===== src/rtl/eth_da_filter.sv =====
module eth_da_filter #(
  parameter int          NUM_SUPP = 4,
  parameter logic [31:0] CRC_POLY = 32'h04C11DB7
) (
  input  logic                     clk,
  input  logic                     rst_n,
  input  logic                     sof,
  input  logic                     byte_vld,
  input  logic [7:0]               byte_in,
  input  logic [47:0]              node_addr,
  input  logic [NUM_SUPP-1:0][47:0] supp_addr,
  input  logic                     promisc,
  input  logic                     bcast_reject,
  input  logic [31:0]              grp_hash_hi,
  input  logic [31:0]              grp_hash_lo,
  input  logic [31:0]              ind_hash_hi,
  input  logic [31:0]              ind_hash_lo,
  output logic                     dec_vld,
  output logic                     accept,
  output logic                     is_ucast,
  output logic                     is_mcast,
  output logic                     is_bcast
);
  localparam int ADDR_BYTES = 6;
  localparam int ADDR_W     = 8 * ADDR_BYTES;
  localparam int CNT_W      = $clog2(ADDR_BYTES + 1);

  function automatic logic [31:0] crc_step(input logic [31:0] c, input logic [7:0] d);
    logic [31:0] r;
    r = c;
    for (int i = 0; i < 8; i++)
      r = (r[31] ^ d[i]) ? ((r << 1) ^ CRC_POLY) : (r << 1);
    return r;
  endfunction

  logic [CNT_W-1:0]  cnt;
  logic [ADDR_W-9:0] addr_q;
  logic [31:0]       crc_q;

  wire start = sof & byte_vld;
  wire busy  = (cnt != '0) && (cnt < CNT_W'(ADDR_BYTES));
  wire take  = byte_vld & (start | busy);
  wire [CNT_W-1:0] cnt_nx = start ? CNT_W'(1) : cnt + CNT_W'(1);
  wire last  = take & ~start & (cnt_nx == CNT_W'(ADDR_BYTES));

  wire [ADDR_W-1:0] addr_nx = {addr_q, byte_in};
  wire [31:0]       crc_nx  = crc_step(start ? '1 : crc_q, byte_in);
  wire [5:0]        bin     = crc_nx[31:26];

  wire grp_bit = bin[5] ? grp_hash_hi[bin[4:0]] : grp_hash_lo[bin[4:0]];
  wire ind_bit = bin[5] ? ind_hash_hi[bin[4:0]] : ind_hash_lo[bin[4:0]];

  wire bc_nx = &addr_nx;
  wire ig_nx = addr_nx[ADDR_W-8];
  wire mc_nx = ig_nx & ~bc_nx;
  wire uc_nx = ~ig_nx;

  logic [NUM_SUPP:0] hit;
  assign hit[NUM_SUPP] = (addr_nx == node_addr);
  for (genvar g = 0; g < NUM_SUPP; g++) begin : g_supp
    assign hit[g] = (addr_nx == supp_addr[g]);
  end

  wire acc_nx = bc_nx ? ~bcast_reject :
                mc_nx ? grp_bit :
                        (promisc | (|hit) | ind_bit);

  always_ff @(posedge clk or negedge rst_n) begin
    if (!rst_n) begin
      cnt    <= '0;
      addr_q <= '0;
      crc_q  <= '0;
    end else if (take) begin
      cnt    <= cnt_nx;
      addr_q <= addr_nx[ADDR_W-9:0];
      crc_q  <= crc_nx;
    end
  end

  always_ff @(posedge clk or negedge rst_n) begin
    if (!rst_n) begin
      dec_vld  <= 1'b0;
      accept   <= 1'b0;
      is_ucast <= 1'b0;
      is_mcast <= 1'b0;
      is_bcast <= 1'b0;
    end else begin
      dec_vld <= last;
      if (start) begin
        accept   <= 1'b0;
        is_ucast <= 1'b0;
        is_mcast <= 1'b0;
        is_bcast <= 1'b0;
      end else if (last) begin
        accept   <= acc_nx;
        is_ucast <= uc_nx;
        is_mcast <= mc_nx;
        is_bcast <= bc_nx;
      end
    end
  end
endmodule


===== config.mk =====
export PLATFORM = sky130hd
export DESIGN_NAME = eth_da_filter
export DESIGN_NICKNAME = d
export VERILOG_FILES = /design/src/rtl/eth_da_filter.sv
export SDC_FILE = /design/constraint.sdc
export NUM_CORES = 1
export LEC_CHECK = 0
export ABC_AREA = 0
export BUFFER_PORTS_ARGS = -buffer_cell sky130_fd_sc_hd__buf_2
export CORE_AREA = 2 2 151 153
export DETAILED_ROUTE_END_ITERATION = 10
export DIE_AREA = 0 0 153 155
export GPL_TIMING_DRIVEN = 1
export MAX_ROUTING_LAYER = met4
export PLACE_DENSITY = 0.65
export SLEW_MARGIN = 40
export SYNTH_ARGS = -nofsm -noshare
export SYNTH_HDL_FRONTEND = slang
export SYNTH_SLANG_ARGS = --single-unit

===== constraint.sdc =====
create_clock -name clk -period 3.45 [get_ports clk]
set_clock_uncertainty 0.05 [all_clocks]
set_input_delay 0 -clock clk [delete_from_list [all_inputs] [get_ports clk]]
set_output_delay 0 -clock clk [all_outputs]
set_load 0.01 [all_outputs]

==> summary.md <==
| Metric | Value |
|---|---|
| Status | `finished, final reports clean` |
| Setup violations, final | `0` |
| Total iterations of the first detailed-routing run | `5` |
| Total GRT Usage | `approximately 28%` |
| Max incr delay on CP | `between 0.6 and 0.7 ns` |
| Drt wl/cell | `roughly 22 um` |
| Sequential share of power | `between 20% and 30%` |
| Worst hold slack | `between 0.09 and 0.1 ns` |
| H-Tree Depth | `3` |
| Period minus WS final | `3.19 ns` |
| Slew Limit Fails | `0` |
| Combinational power share | `70.9%` |
| I/O pins | `around 390` |
| Pwr/cell area | `about 1100 nW/um2` |
| Mapped Area | `between 8000 and 9000 um2` |
| Met3 WL | `approximately 2.5 mm` |
| Via Count | `8136` |
| Crit start category | `register` |
| Fmax | `about 310 MHz` |
| Cell row count | `55` |
| Starting DRT DRC Count | `around 650` |
| Fin. Hold Viols | `0` |
| Total wire length | `between 30 and 40 mm` |
| Worst-Skew Late Latency | `about 0.34 ns` |
| Slew HR | `roughly 45%` |
| Initial antenna violation count | `3` |
| Largest net degree at the start of global routing | `81` |
| Int Pwr | `~6.3 mW` |
| Area Growth Syn to Fin | `31.1%` |
| Met2 WL post-DR | `15.1 mm` |
| Vias in the first global route | `roughly 8000` |
| Tightest Hold Check Type | `input pin to register` |
| R2R depth | `11` |
| Top cells by area, synth | `dfrtp_1, xnor2_1, xor2_1` |
| CP cell instances | `xnor2_1, nor2_2, xnor2_2, xnor3_4, buf_4, nor2b_1, a211oi_1, a2111o_1, a21oi_1, nor4_2, o41ai_2` |
| Root Buffer | `clkbuf_16` |
| Netlist cell types | `48` |
| Fin nets | `1643` |
| Net Sw Power | `between 5 and 6 mW` |
| Fin crit share | `between 90% and 100%` |
| Die Ht | `between 150 and 200 um` |
| Share of layout cells above drive strength 1 | `just under 40%` |
| Worst Path Required | `around 3.6 ns` |
| Cells after Synth | `908` |
| # port buffers | `between 300 and 400` |
| Area of the core | `~22000 um2` |
| Die width | `between 150 and 200 um` |
| Synth area leader | `dfrtp_1` |
| Num Clock Sinks | `80` |
| Setup repair after global routing missed its margin | `no` |
| Crit-path slowest cell | `xnor3_4` |
| Met1 WL | `~15 mm` |
| Pleak | `~4.8 nW` |
| Switching power share of the total | `between 40% and 50%` |
| Hold depth | `3` |
| Worst VDD drop | `~1100 uV` |
| Initial Utilization | `a little under two fifths` |
| CP max FO | `9` |
| Max Used Layer | `met4` |
| Slew @ Worst Pin | `0.826 ns` |
| Setup crit end kind | `register` |
| Total CTS buffers | `9` |
| DRC violations left | `0` |
| Multi-input logic area | `between 5000 and 6000 um2` |
| Total grt overflow | `0` |
| Worst setup path class | `register to register` |
| Routability Congestion | `about 1` |
| Max_cap viols | `0` |
| Post-route ant nets | `0` |
| First-pass GRT wire length | `49.1 mm` |
| Yosys warns | `0` |
| Syn_nets | `around 1300` |
| Synthesized flop and latch total | `80` |
| Sequential fraction of the synthesis area | `about a quarter` |
| CTS tree | `done` |
| Vias per cell | `~5.2` |
| Clock share of power | `between 8 and 9%` |
| Crit path DAT | `around 3.4 ns` |
| Clk slew on worst S/H paths | `0.06 ns` |
| Synth top area share | `between 20% and 30%` |
| Synth Area per Inst | `roughly 9 um2` |
| Seq. cell area | `between 2000 and 2500 um2` |
| Total Neg Setup Slack | `0 ns` |
| Longest Clk Path Bufs | `2` |
| Die Footprint | `approximately 24000 um2` |
| Fillers | `~2200` |
| DP HPWL | `27.0 mm` |
| Total power | `~12 mW` |
==> metrics by stage <==
step,worst slack (ns),std cells,area [um2],utilization [%]
after floorplan,0.528,908,8260,-
after global placement,0.262,1529,10500,47.1
after detailed placement,0.162,1529,10500,47.1
after CTS,0.102,1547,10800,48.6
after global routing,0.0358,1552,10800,48.7
final,0.262,1552,10800,48.7
==> worst max-delay path: cells and delay by family, from the launching register on <==
kind                   cells  cell delay (ns)
AO/OA/AOI/OAI              4             0.98
XOR/XNOR                   3             1.12
AND/OR/NAND/NOR            3             0.26
flip-flops                 1             0.46
buffers and inverters      1             0.23
==> per-layer routing <==
| layer | vias up | global-route usage [%] |
|---|---|---|
| met5 | - | - |
| met4 | 0 | 5.47 |
| met3 | 41 | 5.04 |
| met2 | 380 | 42.9 |
| met1 | 3892 | 39.7 |
| li1 | 3823 | - |
==> cells in the mapped netlist (all sizes together) <==
cell type	number
o211ai	7
dfrtp	80
nand3	10
a211oi	14
a31o	1
and3	1
mux2i	60
ha	2
a221o	1
clkbuf	55
a31oi	4
a2111o	2
or2	1
o21ai	37
nor2	39
inv	5
nor4	37
xnor3	2
xnor2	220
or4	1
nor2b	8
buf	26
mux4	1
a211o	1
nand2b	2
nor3	4
nand3b	1
and2	1
mux2	53
nand2	47
a21oi	6
a22oi	4
a311oi	2
nand4	56
xor2	115
o2111ai	1
o41ai	1
==> worst paths after layout <==
| path | startpoint | endpoint | slack, ns |
|---|---|---|---|
| worst max-delay path | crc_q[28] | accept | 0.26 |
| worst min-delay path | byte_in[2] | crc_q[21] | 0.1 |
| worst max register to register | crc_q[28] | accept | 0.26 |
| worst min register to register | crc_q[19] | crc_q[19] | 0.44 |
| max in group asynchronous | rst_n | crc_q[21] | 2.66 |
| min in group asynchronous | rst_n | addr_q[19] | 0.23 |
==> power by group through the flow <==
stage	logic (mW)	registers [mW]	clock network [mW]
after global placement	8.41	2.47	0
after detailed placement	8.49	2.48	0
after CTS	8.54	2.46	1.05
after floorplan	7.30	1.57	0
after global routing	9.39	2.54	1.09
final	8.62	2.50	1.03
==> cell type report <==
type / instances / share of cell area (%)
antenna: 3 / 0.0693
clock buffer: 9 / 2.08
clock inverter: 7 / 0.878
inverter: 5 / 0.173
multi-input combinational: 742 / 54.4
sequential: 80 / 18.5
tap: 285 / 3.29
timing repair buffer: 421 / 20.6
==> cell usage in the layout (no fill, tap or decap), types with 3 or more instances in the layout <==
cell,Yosys,final
nand2_1,47,47
buf_2,8,385
xnor2_2,3,3
diode_2,0,3
o21ai_0,36,36
a22oi_1,4,4
clkbuf_16,0,9
nor2b_1,8,8
mux2i_1,60,60
a21oi_1,6,6
a211oi_1,14,14
mux2_2,52,52
inv_1,5,5
nor4_1,36,36
xnor2_1,216,216
xor2_1,114,114
nand3_1,10,10
nor2_1,37,37
buf_4,6,31
a31oi_1,4,4
o211ai_1,7,7
dfrtp_1,80,80
nor3_1,4,4
nand4_1,56,56
==> flip-flops by register name, indices dropped and copies added, names as in the netlist <==
register  flops
addr_q       40
is_bcast      1
dec_vld       1
is_mcast      1
is_ucast      1
cnt           3
crc_q        32
accept        1
==> what timing repair did <==
action | in CTS | in global routing
endpoints found under the hold margin | 81 | 0
buffers inserted | 0 | 2
hold buffers | 2 | 0
endpoints found under the setup margin | 0 | 1
gates resized for setup | 0 | 1
==> cells by family after synthesis <==
| kind of cell | synth area share, % |
|---|---|
| fa+ha+maj | 0.303 |
| mux | 14.8 |
| flops | 24.2 |
| buf+inv | 4.62 |
| compound gates | 6.30 |
| xor+xnor | 36.7 |
| simple gates | 13.1 |
Note: power is estimated with default switching activity, not from simulation.
